$ cat config.mk
export PLATFORM = sky130hd
export DESIGN_NAME = stackprof
export DESIGN_NICKNAME = d
export VERILOG_FILES = /design/src/rtl/stackprof_pkg.sv /design/src/rtl/stackprof_ctrl.sv /design/src/rtl/stackprof_stack.sv /design/src/rtl/stackprof_cnt.sv /design/src/rtl/stackprof.sv
export SDC_FILE = /design/constraint.sdc
export NUM_CORES = 2
export LEC_CHECK = 0
export ABC_AREA = 1
export BUFFER_PORTS_ARGS = -buffer_cell sky130_fd_sc_hd__buf_4
export CAP_MARGIN = 20
export CORE_MARGIN = 10
export CORE_UTILIZATION = 51
export CTS_CLUSTER_DIAMETER = 120
export DETAILED_ROUTE_END_ITERATION = 12
export GPL_ROUTABILITY_DRIVEN = 1
export PLACE_DENSITY = 0.67
export SKIP_LAST_GASP = 1
export SYNTH_ARGS = -nofsm -noshare
export SYNTH_HDL_FRONTEND = slang
export SYNTH_HIERARCHICAL = 1
export SYNTH_SLANG_ARGS = --single-unit
$ cat constraint.sdc
create_clock -name clk -period 15 [get_ports clk]
set_input_delay 1.5 -clock clk [delete_from_list [all_inputs] [get_ports clk]]
set_output_delay 1.5 -clock clk [all_outputs]
set_load 0.005 [all_outputs]
$ cat src/rtl/stackprof_pkg.sv
package stackprof_pkg;
  typedef struct packed {
    logic clrAll;
    logic doUpd;
    logic doRead;
  } strobe_t;
endpackage

$ cat src/rtl/stackprof_ctrl.sv
module stackprof_ctrl
  import stackprof_pkg::*;
(
  input  logic    clk,
  input  logic    rstN,
  input  logic    clear,
  input  logic    accValid,
  input  logic    rdEn,
  output strobe_t stb,
  output logic    rdValid
);
  // clear has priority over a lookup in the same cycle
  always_comb begin
    stb.clrAll = clear;
    stb.doUpd  = accValid && !clear;
    stb.doRead = rdEn;
  end

  always_ff @(posedge clk or negedge rstN) begin
    if (!rstN) rdValid <= 1'b0;
    else       rdValid <= rdEn;
  end
endmodule

$ cat src/rtl/stackprof_stack.sv
module stackprof_stack
  import stackprof_pkg::*;
#(
  parameter int SETS  = 4,
  parameter int WAYS  = 4,
  parameter int TAG_W = 8,
  parameter int SET_W = 2,
  parameter int COL_W = 3
) (
  input  logic             clk,
  input  logic             rstN,
  input  strobe_t          stb,
  input  logic [SET_W-1:0] setIdx,
  input  logic [TAG_W-1:0] tag,
  output logic [COL_W-1:0] colIdx
);
  logic [TAG_W-1:0] stk [SETS][WAYS];
  logic [WAYS-1:0]  vld [SETS];

  logic [TAG_W-1:0] curTag [WAYS];
  logic [WAYS-1:0]  curVld;
  logic [WAYS-1:0]  match;
  logic             hit;
  logic [COL_W-1:0] hitPos;
  logic [COL_W-1:0] limit;
  logic [TAG_W-1:0] nxtTag [WAYS];
  logic [WAYS-1:0]  nxtVld;

  // select the addressed set's list
  always_comb begin
    curVld = '0;
    for (int p = 0; p < WAYS; p++) curTag[p] = '0;
    for (int s = 0; s < SETS; s++) begin
      if (setIdx == SET_W'(s)) begin
        curVld = vld[s];
        for (int p = 0; p < WAYS; p++) curTag[p] = stk[s][p];
      end
    end
  end

  for (genvar p = 0; p < WAYS; p++) begin : gMatch
    assign match[p] = curVld[p] && (curTag[p] == tag);
  end

  // shallowest matching depth
  always_comb begin
    hit    = 1'b0;
    hitPos = '0;
    for (int p = WAYS - 1; p >= 0; p--) begin
      if (match[p]) begin
        hit    = 1'b1;
        hitPos = COL_W'(p);
      end
    end
  end

  assign colIdx = hit ? hitPos : COL_W'(WAYS);
  assign limit  = hit ? hitPos : COL_W'(WAYS - 1);

  // new list: tag to depth 0, entries down to limit shift one deeper
  always_comb begin
    nxtTag[0] = tag;
    nxtVld[0] = 1'b1;
    for (int p = 1; p < WAYS; p++) begin
      if (COL_W'(p) <= limit) begin
        nxtTag[p] = curTag[p-1];
        nxtVld[p] = curVld[p-1];
      end else begin
        nxtTag[p] = curTag[p];
        nxtVld[p] = curVld[p];
      end
    end
  end

  always_ff @(posedge clk or negedge rstN) begin
    if (!rstN) begin
      for (int s = 0; s < SETS; s++) begin
        vld[s] <= '0;
        for (int p = 0; p < WAYS; p++) stk[s][p] <= '0;
      end
    end else if (stb.clrAll) begin
      for (int s = 0; s < SETS; s++) vld[s] <= '0;
    end else if (stb.doUpd) begin
      for (int s = 0; s < SETS; s++) begin
        if (setIdx == SET_W'(s)) begin
          vld[s] <= nxtVld;
          for (int p = 0; p < WAYS; p++) stk[s][p] <= nxtTag[p];
        end
      end
    end
  end
endmodule

$ cat src/rtl/stackprof_cnt.sv
module stackprof_cnt
  import stackprof_pkg::*;
#(
  parameter int SETS  = 4,
  parameter int WAYS  = 4,
  parameter int CNT_W = 16,
  parameter int SET_W = 2,
  parameter int COL_W = 3,
  parameter int SUM_W = 21
) (
  input  logic             clk,
  input  logic             rstN,
  input  strobe_t          stb,
  input  logic [SET_W-1:0] setIdx,
  input  logic [COL_W-1:0] colIdx,
  input  logic             rdVec,
  input  logic [SET_W-1:0] rdSet,
  input  logic [COL_W-1:0] rdCol,
  output logic [SUM_W-1:0] rdData
);
  localparam int NCOL = WAYS + 1;
  localparam logic [CNT_W-1:0] CNT_MAX = '1;

  logic [CNT_W-1:0] cnt    [SETS][NCOL];
  logic [SUM_W-1:0] colSum [NCOL];
  logic [SUM_W-1:0] vec    [NCOL];

  always_ff @(posedge clk or negedge rstN) begin
    if (!rstN) begin
      for (int s = 0; s < SETS; s++)
        for (int c = 0; c < NCOL; c++) cnt[s][c] <= '0;
    end else if (stb.clrAll) begin
      for (int s = 0; s < SETS; s++)
        for (int c = 0; c < NCOL; c++) cnt[s][c] <= '0;
    end else if (stb.doUpd) begin
      for (int s = 0; s < SETS; s++)
        for (int c = 0; c < NCOL; c++)
          if (setIdx == SET_W'(s) && colIdx == COL_W'(c) && cnt[s][c] != CNT_MAX)
            cnt[s][c] <= cnt[s][c] + 1'b1;
    end
  end

  // column totals across sets
  for (genvar c = 0; c < NCOL; c++) begin : gCol
    always_comb begin
      colSum[c] = '0;
      for (int s = 0; s < SETS; s++) colSum[c] = colSum[c] + SUM_W'(cnt[s][c]);
    end
  end

  // accumulate from the miss column toward the most recent position
  assign vec[0] = colSum[WAYS];
  for (genvar i = 1; i < NCOL; i++) begin : gVec
    assign vec[i] = vec[i-1] + colSum[WAYS-i];
  end

  always_ff @(posedge clk or negedge rstN) begin
    if (!rstN) begin
      rdData <= '0;
    end else if (stb.doRead) begin
      rdData <= '0;
      for (int c = 0; c < NCOL; c++) begin
        if (rdCol == COL_W'(c)) begin
          if (rdVec) rdData <= vec[c];
          else begin
            for (int s = 0; s < SETS; s++)
              if (rdSet == SET_W'(s)) rdData <= SUM_W'(cnt[s][c]);
          end
        end
      end
    end
  end
endmodule

$ cat src/rtl/stackprof.sv
module stackprof
  import stackprof_pkg::*;
#(
  parameter int SETS  = 4,
  parameter int WAYS  = 4,
  parameter int TAG_W = 8,
  parameter int CNT_W = 16,
  localparam int SET_W  = $clog2(SETS),
  localparam int COL_W  = $clog2(WAYS + 1),
  localparam int ADDR_W = TAG_W + SET_W,
  localparam int SUM_W  = CNT_W + $clog2(SETS * (WAYS + 1))
) (
  input  logic              clk,
  input  logic              rstN,
  input  logic              clear,
  input  logic              accValid,
  input  logic [ADDR_W-1:0] accAddr,
  input  logic              rdEn,
  input  logic              rdVec,
  input  logic [SET_W-1:0]  rdSet,
  input  logic [COL_W-1:0]  rdCol,
  output logic [SUM_W-1:0]  rdData,
  output logic              rdValid
);
  strobe_t          stb;
  logic [COL_W-1:0] colIdx;
  logic [SET_W-1:0] setIdx;
  logic [TAG_W-1:0] tag;

  assign setIdx = accAddr[SET_W-1:0];
  assign tag    = accAddr[ADDR_W-1:SET_W];

  stackprof_ctrl uCtrl (
    .clk(clk), .rstN(rstN), .clear(clear), .accValid(accValid),
    .rdEn(rdEn), .stb(stb), .rdValid(rdValid)
  );

  stackprof_stack #(
    .SETS(SETS), .WAYS(WAYS), .TAG_W(TAG_W), .SET_W(SET_W), .COL_W(COL_W)
  ) uStack (
    .clk(clk), .rstN(rstN), .stb(stb), .setIdx(setIdx), .tag(tag), .colIdx(colIdx)
  );

  stackprof_cnt #(
    .SETS(SETS), .WAYS(WAYS), .CNT_W(CNT_W), .SET_W(SET_W), .COL_W(COL_W), .SUM_W(SUM_W)
  ) uCnt (
    .clk(clk), .rstN(rstN), .stb(stb), .setIdx(setIdx), .colIdx(colIdx),
    .rdVec(rdVec), .rdSet(rdSet), .rdCol(rdCol), .rdData(rdData)
  );
endmodule

# Yosys cells after proc, flatten, opt, wreduce, memory -nomap -nowiden
# Index checks and enable logic that the tools add are counted.
# W data, S select, Z words.
# classes
add_sub_neg,39
order_cmp,3
eq_ne,38
mux,83
bitwise,1
n_reduce_logical,103
# ops
cell,n
$mux W320,2
$mux W21,27
$mux W16,26
$add A16 B1 Y16 const B,20
$ne A16 B16 Y1 const B,20
$add A21 B16 Y21,10
$mux W32,4
$add A16 B16 Y17,5
$add A21 B21 Y21,4
$reduce_bool A2 Y1,25
$reduce_and A2 Y1,24
$logic_and A1 B1 Y1,45
$eq A8 B8 Y1,4
$mux W4,8
$mux W8,3
$eq A3 B2 Y1 const B,4
$reduce_and A3 Y1,4
$mux W2,5
$eq A2 B2 Y1 const B,4
$mux W1,7
$eq A3 B1 Y1 const B,2
$eq A3 B3 Y1 const B,2
$le A2 B3 Y1 const A,2
$logic_not A3 Y1,2
other kinds (6),8
# word_totals
register_bits,486
output_inout_bits,22
wordCells,309

# Longest topological paths before layout
# depth
ltp_word,32
ltp_mapped,54
ltp_nobuf,54

# Cells and area by module
# Netlist, hierarchy kept.
# modules_own_cells
mod,n_inst,cells_each,area_each_um2
stackprof_cnt,1,3850,29819.8
stackprof_stack,1,972,7465.9
stackprof_ctrl,1,5,50.0

# Worst setup path after synthesis
# Ideal clock, no wire load.
# synth_timing
kind,register to register
start,reg uCnt/cnt[1] (netlist name)
end,reg uCnt.rdData[17]
setup_time_ns,0.117
t_arrival_ns,9.065
required_time_ns,14.883
slack_ns,5.818
stages_incl_launch_ff,52
synth_period_minus_slack_ns,9.182
path_cell_list,dfrtp_1 inv_1 fa_1 inv_1 fa_1 ha_1 fa_1 nand3_1 nand2_1 xor2_1 fa_1 ha_1 nand2_1 nor2_1 nand2_1 nand3_1 nand3_1 nand2_1 (+16 left out) inv_1 fa_1 inv_1 ha_1 nand2_1 nor2_1 nand2_1 o211ai_1 a31oi_1 o21ai_0 nand2_1 nand2_1 a21oi_1 o21ai_0 xor2_1 nand2_1 nand3_1 nand2_1
# synth_via
elab_chain_cells,28
word_cells_on_any_way,32
# synth_rtl
element,line_no,rtl
"start, declared",stackprof_cnt.sv:24,logic [CNT_W-1:0] cnt [SETS][NCOL];
"start signal, assigned by index",stackprof_cnt.sv:39,cnt[s][c] <= cnt[s][c] + 1'b1;
$add A21 B16 Y21 *,stackprof_cnt.sv:47,for (int s = 0; s < SETS; s++) colSum[c] = colSum[c] + SUM_W'(cnt[s][c]);
branches (longest 26 deep; another with $add A21 B21 Y21),-,
$mux W21 *,stackprof_cnt.sv:63,if (rdCol == COL_W'(c)) begin
"end signal, assigned",stackprof_cnt.sv:64,if (rdVec) rdData <= vec[c];
"end signal, assigned",stackprof_cnt.sv:67,if (rdSet == SET_W'(s)) rdData <= SUM_W'(cnt[s][c]);
"end, declared",stackprof_cnt.sv:19,output logic [SUM_W-1:0] rdData
# Mark *: on every way between the ends. The select of a mux whose other input is x is not followed.
# A chain may end at the register's enable or synchronous reset.

# Final worst setup path
# Same ends and word-level chain as after synthesis.

==> flow_summary.ini <==
[outcome]
status = complete, no violations

[power_and_ir_drop]
powerDensity_nw_per_um2 = 113
power_leakage_nw = 18.7
ir_drop_mv = 0.180

[die]
die_h_um = 291
num_io_pins = 43
initial_core_util_pct = 51.3
die-area_um2 = 84400
num_rows = 99
die_x_um = 291
coreArea_um2 = 72700

[clock_tree]
cts.sinks = 486
cts_resized = 0
cts_tree = yes
h-tree-depth = 2
worst_skew_pair.late_latency_ns = 0.67
hold_buffers = 0
clk_transition_reported_paths_ns = 0.06
cts_setup_buffers = 0
cts-root-buf = clkbuf_16
max-clock-path-buffers = 3
cts_buffers = 56

[cells_and_area]
fin_nets = 5167
seqCellArea_um2 = 12200
fill_cells = 6854
drive_gt1_share_pct = 7.45
diodes = 0
multi_input_area_um2 = 21800
syn2layout_area_growth_pct = 8.20

[drt]
detail_route.wl_per_cell_um = 23.5
drt_iter0_drc = 3761
ant_nets = 0
vias = 34600
first_pass_iters = 8
viasPerCell = 5.96
drt_wl_total_um = 136000
drcViolationCount = 0

[timing]
period_minus_slack_ns = 11.07
skew_ns = 0.0689
rsz0062_at_grt = no
fin_crit_sh_pct = 73.8
fmax_mhz = 90.3
tns_ns = 0
hold_violations = 0
slew_viol_final = 0
slew_headroom_pct = 19.8
holdWs_ns = 0.480
setup_viol = 0
worst_slew_pin_slew_ns = 1.19

[logic_synthesis]
syn_inst = 4827
synth.avg_cell_area_um2 = 7.73
synth.area.top_cells = dfrtp_1 33%, fa_1 12%, nand2_1 10%, inv_1 6.8%, o21ai_0 5.5%
ys_seq_elements = 486
ys_warn_count = 6
synth_top_area_cell = dfrtp_1
synth_edf_count = 0
netlist.area_leader.share_pct = 32.6
ys_seq_area_share_pct = 32.6
synth_area_um2 = 37300
async_reset_ff_share_pct = 100
synth_ff_type = dfrtp_1
ys_types = 74
syn-num-nets = 5196

[run]
max_cap_viol_count = 0

[setup_path]
crit_path_end_kind = register
slowest_delay_ns = 0.54
arrival_ns = 11.61
cp-start-kind = register
cpMaxStageDelayCell = fa_1
worstSetupPathType = register to register
critPathRequiredTime_ns = 15.54
cp_common_cell = nand2_1
crit_fanout = 5

[grt]
met1_usage_pct = 43.8
grt-busiest-layer = met2
met2_usage_pct = 48.7
use_met3_pct = 5.92
grt_pass1_wl_um = 206000
grt_util_all_layers_pct = 31.5
grt_max_degree = 136
grt_pass1_vias = 32700
antenna_found_initial = 4
grt_overflow = 0

[place]
dp_hpwl_um = 104000
gp_congestion = 1.05
port_buffers = 42

[worst_hold_path]
hold_path.class = register to register
per-stage QoR:
step	cell area, µm²	setup slack, ns	total power [mW]	instances	util [%]
6_report	40400	3.93	4.57	5804	55.6
5_1_grt	40400	3.12	4.77	5804	55.6
4_1_cts	40400	3.97	4.54	5804	55.6
3_5_place_dp	38400	3.99	3.05	5699	52.8
3_3_place_gp	38400	3.98	3.06	5699	52.8
2_1_floorplan	37300	5.82	2.35	4827	-
per-layer routing:
layer / vias to the layer above / part of all wire (%) / routed length, µm
met3: 256 / 8.5 / 11500
met4: 4 / 3.8 / 5190
met1: 16900 / 43 / 59100
li1: 16000 / - / -
met5: - / 0.021 / 28
met2: 1420 / 44 / 60300
worst max-delay path, delay by kind of cell, from the launching register on:
kind                     cells  cell delay (ns)
adder cells (fa/ha/maj)     12             5.21
XOR/XNOR                     5             1.75
AO/OA/AOI/OAI               11             1.94
buffers and inverters        4             0.29
AND/OR/NAND/NOR             14             1.38
flip-flops                   1             0.39
flip-flops by register name, indices dropped and copies added (netlist names):
signal         flops
uStack/vld        16
uCtrl/rdValid      1
uStack/stk       128
uCnt/cnt         320
uCnt/rdData       21
placed cells by master (no fill, tap or decap), types with 6 or more instances in the layout:
master	n
o22ai_1	49
o21a_1	7
inv_2	34
dfrtp_1	486
fa_1	220
clkbuf_1	9
o21ai_0	410
nor2_4	9
nor3_1	143
a221oi_2	6
clkbuf_8	13
o21ai_2	11
o21ai_1	67
a221oi_1	38
o2111ai_1	10
ha_1	128
buf_4	66
nand2_1	991
o211ai_1	61
nand3_1	237
nor2_1	360
or2_2	9
clkinv_2	11
a211oi_1	36
nand2_2	28
nor4_1	9
o221ai_1	35
a21oi_1	322
inv_1	668
nand3_2	8
a31oi_1	31
nand4_1	37
xor2_1	50
or2_1	12
bufinv_16	6
nor2_2	28
nor3_2	28
xnor2_1	14
clkbuf_16	56
power by group:
part | switching [mW] | total [mW] | internal [mW]
clock | 0.611 | 1.47 | 0.862
sequential | 0.0612 | 1.46 | 1.40
combinational | 1.13 | 1.63 | 0.503
total | 1.80 | 4.57 | 2.77
cells in the mapped netlist, types with 49 or more instances:
cell      instances
o22ai_1          49
clkbuf_1         96
a21oi_1         322
dfrtp_1         486
nor3_1          143
nand3_1         237
o21ai_1          67
o21ai_0         410
ha_1            128
xor2_1           50
inv_1           673
nor2_1          361
nand2_1         992
o211ai_1         61
fa_1            220
worst paths after layout:
path / slack (ns) / cells after the start / end / start
max: 3.93 / 46 / uCnt/rdData[17]$_DFFE_PN0P_ / uCnt/cnt[1]$_DFFE_PN0P_
min: 0.48 / 2 / uStack/stk[16]$_DFFE_PN0P_ / uStack/stk[16]$_DFFE_PN0P_
max reg2reg: 3.93 / 46 / uCnt/rdData[17]$_DFFE_PN0P_ / uCnt/cnt[1]$_DFFE_PN0P_
min reg2reg: 0.48 / 2 / uStack/stk[16]$_DFFE_PN0P_ / uStack/stk[16]$_DFFE_PN0P_
max in group asynchronous: 11.77 / 3 / uCnt/cnt[245]$_DFFE_PN0P_ / rstN
min in group asynchronous: 0.93 / 1 / uCnt/cnt[282]$_DFFE_PN0P_ / rstN
logic make-up (layout without fill, tap and decap cells):
group	Yosys count	after routing	share of synthesized area [%]
simple gates	1934	1934	23.0
compound gates	1132	1132	17.8
buf+inv	862	880	8.96
flops	486	486	32.6
fa+ha+maj	348	348	16.1
xor+xnor	65	65	1.54
area by class of cell:
type,count,share of cell area [%]
multi-input cells,3479,54.1
flip-flops and latches,486,30.1
inverters,707,6.58
clock buffers,78,4.00
well taps,959,2.97
repair buffers,68,1.31
clock inverters,27,0.954
Note: power is estimated with default switching activity, not from simulation.
